<file path="src/rtl/pcn_pkg.sv">
package pcn_pkg;
  typedef enum logic [1:0] {
    NXT_SEQ    = 2'd0,
    NXT_BRANCH = 2'd1,
    NXT_JUMP   = 2'd2,
    NXT_REG    = 2'd3
  } nxt_sel_e;

  localparam logic [5:0] OPC_SPECIAL = 6'd0;
  localparam logic [5:0] OPC_JMP     = 6'd2;
  localparam logic [5:0] OPC_JLINK   = 6'd3;
  localparam logic [5:0] OPC_BREQ    = 6'd4;
  localparam logic [5:0] OPC_BRNE    = 6'd5;
  localparam logic [5:0] FN_JREG     = 6'h08;
endpackage

</file>
<file path="src/rtl/pcn_decode.sv">
module pcn_decode #(
  parameter int XLEN = 32
) (
  input  logic [XLEN-1:0] instr,
  input  logic [XLEN-1:0] rs_val,
  input  logic [XLEN-1:0] rt_val,
  output pcn_pkg::nxt_sel_e sel,
  output logic            is_link,
  output logic            is_jreg
);
  import pcn_pkg::*;

  logic [5:0] opc;
  logic [5:0] fn;
  logic       same;

  assign opc  = instr[31:26];
  assign fn   = instr[5:0];
  assign same = (rs_val == rt_val);

  always_comb begin
    sel     = NXT_SEQ;
    is_link = 1'b0;
    is_jreg = 1'b0;
    unique case (opc)
      OPC_BREQ:  if (same)  sel = NXT_BRANCH;
      OPC_BRNE:  if (!same) sel = NXT_BRANCH;
      OPC_JMP:   sel = NXT_JUMP;
      OPC_JLINK: begin
        sel     = NXT_JUMP;
        is_link = 1'b1;
      end
      OPC_SPECIAL: if (fn == FN_JREG) begin
        sel     = NXT_REG;
        is_jreg = 1'b1;
      end
      default: sel = NXT_SEQ;
    endcase
  end
endmodule

</file>
<file path="src/rtl/pcn_targets.sv">
module pcn_targets #(
  parameter int XLEN = 32
) (
  input  logic [XLEN-1:0] pc,
  input  logic [XLEN-1:0] instr,
  input  logic [XLEN-1:0] rs_val,
  input  pcn_pkg::nxt_sel_e sel,
  output logic [XLEN-1:0] seq_pc,
  output logic [XLEN-1:0] next_pc
);
  import pcn_pkg::*;

  localparam int OFS_W  = 16;
  localparam int TGT_W  = 26;
  localparam int REGION = XLEN - TGT_W - 2;

  logic [XLEN-1:0] br_ofs;
  logic [XLEN-1:0] br_pc;
  logic [XLEN-1:0] jmp_pc;

  assign seq_pc = pc + XLEN'(4);
  assign br_ofs = {{(XLEN-OFS_W-2){instr[OFS_W-1]}}, instr[OFS_W-1:0], 2'b00};
  assign br_pc  = seq_pc + br_ofs;
  assign jmp_pc = {seq_pc[XLEN-1 -: REGION], instr[TGT_W-1:0], 2'b00};

  always_comb begin
    unique case (sel)
      NXT_BRANCH: next_pc = br_pc;
      NXT_JUMP:   next_pc = jmp_pc;
      NXT_REG:    next_pc = rs_val;
      default:    next_pc = seq_pc;
    endcase
  end
endmodule

</file>
<file path="src/rtl/pcn_reg.sv">
module pcn_reg #(
  parameter int              XLEN     = 32,
  parameter logic [XLEN-1:0] RESET_PC = 32'h0040_0000
) (
  input  logic            clk,
  input  logic            rst,
  input  logic            load,
  input  logic [XLEN-1:0] d,
  output logic [XLEN-1:0] q
);
  always_ff @(posedge clk) begin
    if (rst)       q <= RESET_PC;
    else if (load) q <= d;
  end
endmodule

</file>
<file path="src/rtl/pc_nextaddr.sv">
module pc_nextaddr #(
  parameter int              XLEN     = 32,
  parameter int              RAW      = 5,
  parameter int              LINK_REG = 31,
  parameter logic [XLEN-1:0] RESET_PC = 32'h0040_0000
) (
  input  logic            clk,
  input  logic            rst,
  input  logic            stall,
  input  logic [XLEN-1:0] instr,
  input  logic [XLEN-1:0] rs_val,
  input  logic [XLEN-1:0] rt_val,
  output logic [XLEN-1:0] pc,
  output logic            link_we,
  output logic [RAW-1:0]  link_addr,
  output logic [XLEN-1:0] link_data,
  output logic            misalign
);
  import pcn_pkg::*;

  nxt_sel_e        sel;
  logic            is_link;
  logic            is_jreg;
  logic [XLEN-1:0] seq_pc;
  logic [XLEN-1:0] next_pc;
  logic            advance;

  assign advance = !stall && !rst;

  pcn_decode #(.XLEN(XLEN)) u_dec (
    .instr   (instr),
    .rs_val  (rs_val),
    .rt_val  (rt_val),
    .sel     (sel),
    .is_link (is_link),
    .is_jreg (is_jreg)
  );

  pcn_targets #(.XLEN(XLEN)) u_tgt (
    .pc      (pc),
    .instr   (instr),
    .rs_val  (rs_val),
    .sel     (sel),
    .seq_pc  (seq_pc),
    .next_pc (next_pc)
  );

  pcn_reg #(.XLEN(XLEN), .RESET_PC(RESET_PC)) u_pc (
    .clk  (clk),
    .rst  (rst),
    .load (!stall),
    .d    (next_pc),
    .q    (pc)
  );

  assign link_we   = advance && is_link;
  assign link_addr = RAW'(LINK_REG);
  assign link_data = seq_pc;
  assign misalign  = advance && is_jreg && (rs_val[1:0] != 2'b00);
endmodule

</file>
<file path="config.mk">
export PLATFORM = sky130hd
export DESIGN_NAME = pc_nextaddr
export DESIGN_NICKNAME = d
export VERILOG_FILES = /design/src/rtl/pcn_pkg.sv /design/src/rtl/pcn_decode.sv /design/src/rtl/pcn_targets.sv /design/src/rtl/pcn_reg.sv /design/src/rtl/pc_nextaddr.sv
export SDC_FILE = /design/constraint.sdc
export NUM_CORES = 1
export LEC_CHECK = 0
export ABC_CLOCK_PERIOD_IN_PS = 11200
export BUFFER_PORTS_ARGS = -buffer_cell sky130_fd_sc_hd__buf_2
export CAP_MARGIN = 15
export CORE_MARGIN = 1
export CORE_UTILIZATION = 49
export CTS_BUF_LIST = sky130_fd_sc_hd__clkbuf_16
export DETAILED_ROUTE_END_ITERATION = 8
export PLACE_DENSITY = 0.8
export SETUP_SLACK_MARGIN = 0.15
export SKIP_LAST_GASP = 1
export SYNTH_ARGS = -nofsm -noshare
export SYNTH_HDL_FRONTEND = slang
export SYNTH_HIERARCHICAL = 1
export SYNTH_SLANG_ARGS = --single-unit
export TNS_END_PERCENT = 20
</file>
<file path="constraint.sdc">
create_clock -name clk -period 11.2 [get_ports clk]
set_clock_uncertainty 0.15 [all_clocks]
set_input_delay 0.56 -clock clk [delete_from_list [all_inputs] [get_ports clk]]
set_output_delay 0.56 -clock clk [all_outputs]
set_load 0.05 [all_outputs]
</file>
==> metrics <==
total wire length 14770 um; Final HPWL DP 11810 um; Synth Register Bits 32; first-pass GRT wire length 23430 um; Seq/Total Area, Yosys around 14%; routed via count between 4000 and 5000; maximum count of clock buffers along a single path 2; Min Hold Slack ~400 ps; Yosys top cell by area dfxtp_1; final hold vios 0; share of layout cells above drive strength 1 33.08%; Post-layout nets 795; Synth Instances 507; worst setup path start u_pc/q[2]; Util after Layout 62.02%; Num Clock Sinks 32; Setup Crit Path Kind reg -> reg; VDD IR max 58.84 uV; I/O pin total between 150 and 200; DRC 0; Top reg by flops u_pc/q; min-delay src u_pc/q[0]; Reg area around 640 um^2; Synth Area per Inst approximately 9 um^2; via/cell ratio about 6.0; count of pins over their slew limit 0; Port Buffers 164; Die X 97.53 um; # rows 34; RSZ-0062 raised after global routing no; max reg flops 32; DR pass1 iterations 5; P per Cell Area 71.21 nW/um^2; CTS buffer count 5; CP Launch Type register; Vert. Die Dim slightly below 100 um; die area 9512 um^2; f_max ~200 MHz; drt wl/cell roughly 19 um; status completed; vias in the first global route between 4000 and 5000; Tcrit/Tclk final 45.41%; fin area around 5400 um^2; crit path cell chain ha_1 > nand3_1 > or3_1 > nor2_1 > and3_1 > nand2_1 > xnor2_1 > ha_1 > a21o_1 > a21o_1 > a21o_1 > a211oi_1 > o221ai_1 > a31o_2 > a21oi_1 > xnor2_1 > nand3_1 > nor3b_2 > mux2i_1 > nor2_1; HP Class reg -> reg; cts hold-fix bufs 0; mapped cell area 4472 um^2; peak fanout along the critical path 6; setup total negative slack 0 ps; Post-synth ARST share 0%; CTS H-Tree Depth 2; antenna cell count 0; CORE AREA approximately 8800 um^2; Iter 0 DRT Violations 315; arrival time at the worst endpoint roughly 5100 ps; CP Data Required Time between 10000 and 15000 ps; Placed Cells around 760; post-route ant nets 0; synth unique cells 66; Worst path slowest cell or3_1; top cell type's share of synthesized area 14.33%; ys flop type dfxtp_1; Syn-to-layout area delta 21.54%; Post-synth EDFFs 0; post-cts sizing count 0; post-route setup slack 6114 ps; clock latency on the worst-skew pair approximately 280 ps; top area cells in the synthesized netlist dfxtp_1 (14%), mux4_2 (13%), ha_1 (9.5%), xor2_1 (8.6%), mux2i_1 (7.6%); crit end category register; Crit Reg-Reg Startpoint u_pc/q[2]; area occupied by multi-input gates 3608 um^2; clk slew on worst S/H paths approximately 50 ps; Setup violations, final 0; CTS tree built; initial core utilization 51.03%; post-route insts no fill 770; placed cell area 5295 um^2; GRT Total Usage approximately 30%; slowest stage delay, CP 460 ps; warnings from Yosys 6; Final Power roughly 0.39 mW; Leakage Power between 2 and 3 nW; # fillers about 780; Root Driver clkbuf_16; most numerous cell on the critical path a21o_1; Slew HR 50.55%; total grt overflow 0; Slew @ Worst Pin ~740 ps; maximum number of pins on one net before global-route repair 35; Top Registers u_pc/q (32); Period minus WS final 5086 ps; initial antenna violation count 0; RePlAce Congestion between 0.9 and 1; dpl ws ~6300 ps; Post-CTS Setup Inserts 0; max-cap violation count 0
[critical path, delay by kind of cell, from the launching register on]
kind / cells / cell delay (ps)
xor+xnor: 2 / 420
compound gates: 7 / 1420
fa+ha+maj: 2 / 580
mux: 1 / 130
flops: 1 / 420
simple gates: 8 / 1810
[synthesized netlist by cell type, types with 2 or more instances]
cell type  count
buf_2          2
and3_1        12
buf_1          4
nand2_1       27
nor2_1        53
a21oi_2        3
a21boi_0       2
clkbuf_1       7
a21o_1        14
and4_1         4
o21bai_1       3
o21a_1         5
nand2b_1       4
a211oi_1       3
a221oi_1       2
ha_1          34
o21ai_1        2
a31oi_1        2
buf_4          7
o22ai_1        3
o221ai_1       2
nor3_1         4
dfxtp_1       32
inv_1         18
nand3_1       23
nand2_2        3
mux2i_1       34
or3_1          3
xor2_1        44
mux4_2        26
nor4_1        11
nor2b_1        4
a21oi_1       24
o211ai_2       2
buf_12         3
xnor2_1       38
nand4_1        5
o21ai_0       10
[cell families (layout without fill, tap and decap cells)]
logic type      after synthesis  count (layout)  share of synthesized area [%]
compound gates               91              91                          14.75
flops                        32              32                          14.33
fa+ha+maj                    35              35                          9.961
buf+inv                      42             193                          5.428
mux                          60              60                          20.71
xor+xnor                     82              82                          16.06
other cells                   1               5                        0.08386
simple gates                164             164                          18.69
[per-layer routing]
layer,GRT usage (%),share of wire (%),vias up
met5,0,0,-
met2,52.34,50,229
met3,6.115,7.3,44
met1,36.26,39,2220
li1,-,-,2165
met4,14.03,4.2,0
[area by class of cell]
type / instances / area share (%)
Multi-Input combinational cell: 437 / 66.39
Clock inverter: 3 / 0.2762
Timing Repair Buffer: 167 / 15.52
Tap cell: 108 / 2.486
Clock buffer: 5 / 2.302
Sequential cell: 32 / 11.79
Inverter: 18 / 1.243
[worst paths after layout]
kind           endpoint  slack (ps)  cells past startpoint
max          u_pc/q[31]        6110                     20
min           u_pc/q[0]         400                      2
max reg2reg  u_pc/q[31]        6110                     20
min reg2reg   u_pc/q[0]         400                      2
[power breakdown]
part,leakage [nW],internal [mW],total (mW),switching [mW]
clock,0.0687,0.0808,0.133,0.0520
combinational,2.40,0.0520,0.135,0.0833
sequential,0.259,0.116,0.119,0.00293
total,2.73,0.249,0.387,0.138
[placed cells by master, fill, tap and decap left out, types with 10 or more instances in the layout]
cell / n
a21o_1: 14
nor4_1: 11
ha_1: 34
mux4_2: 26
inv_1: 19
nor2_1: 53
nand3_1: 22
a21oi_1: 24
mux2i_1: 34
nand2_1: 27
dfxtp_1: 32
o21ai_0: 10
buf_2: 164
xor2_1: 44
xnor2_1: 38
and3_1: 12
No activity file was read; power rests on OpenSTA's default activity.
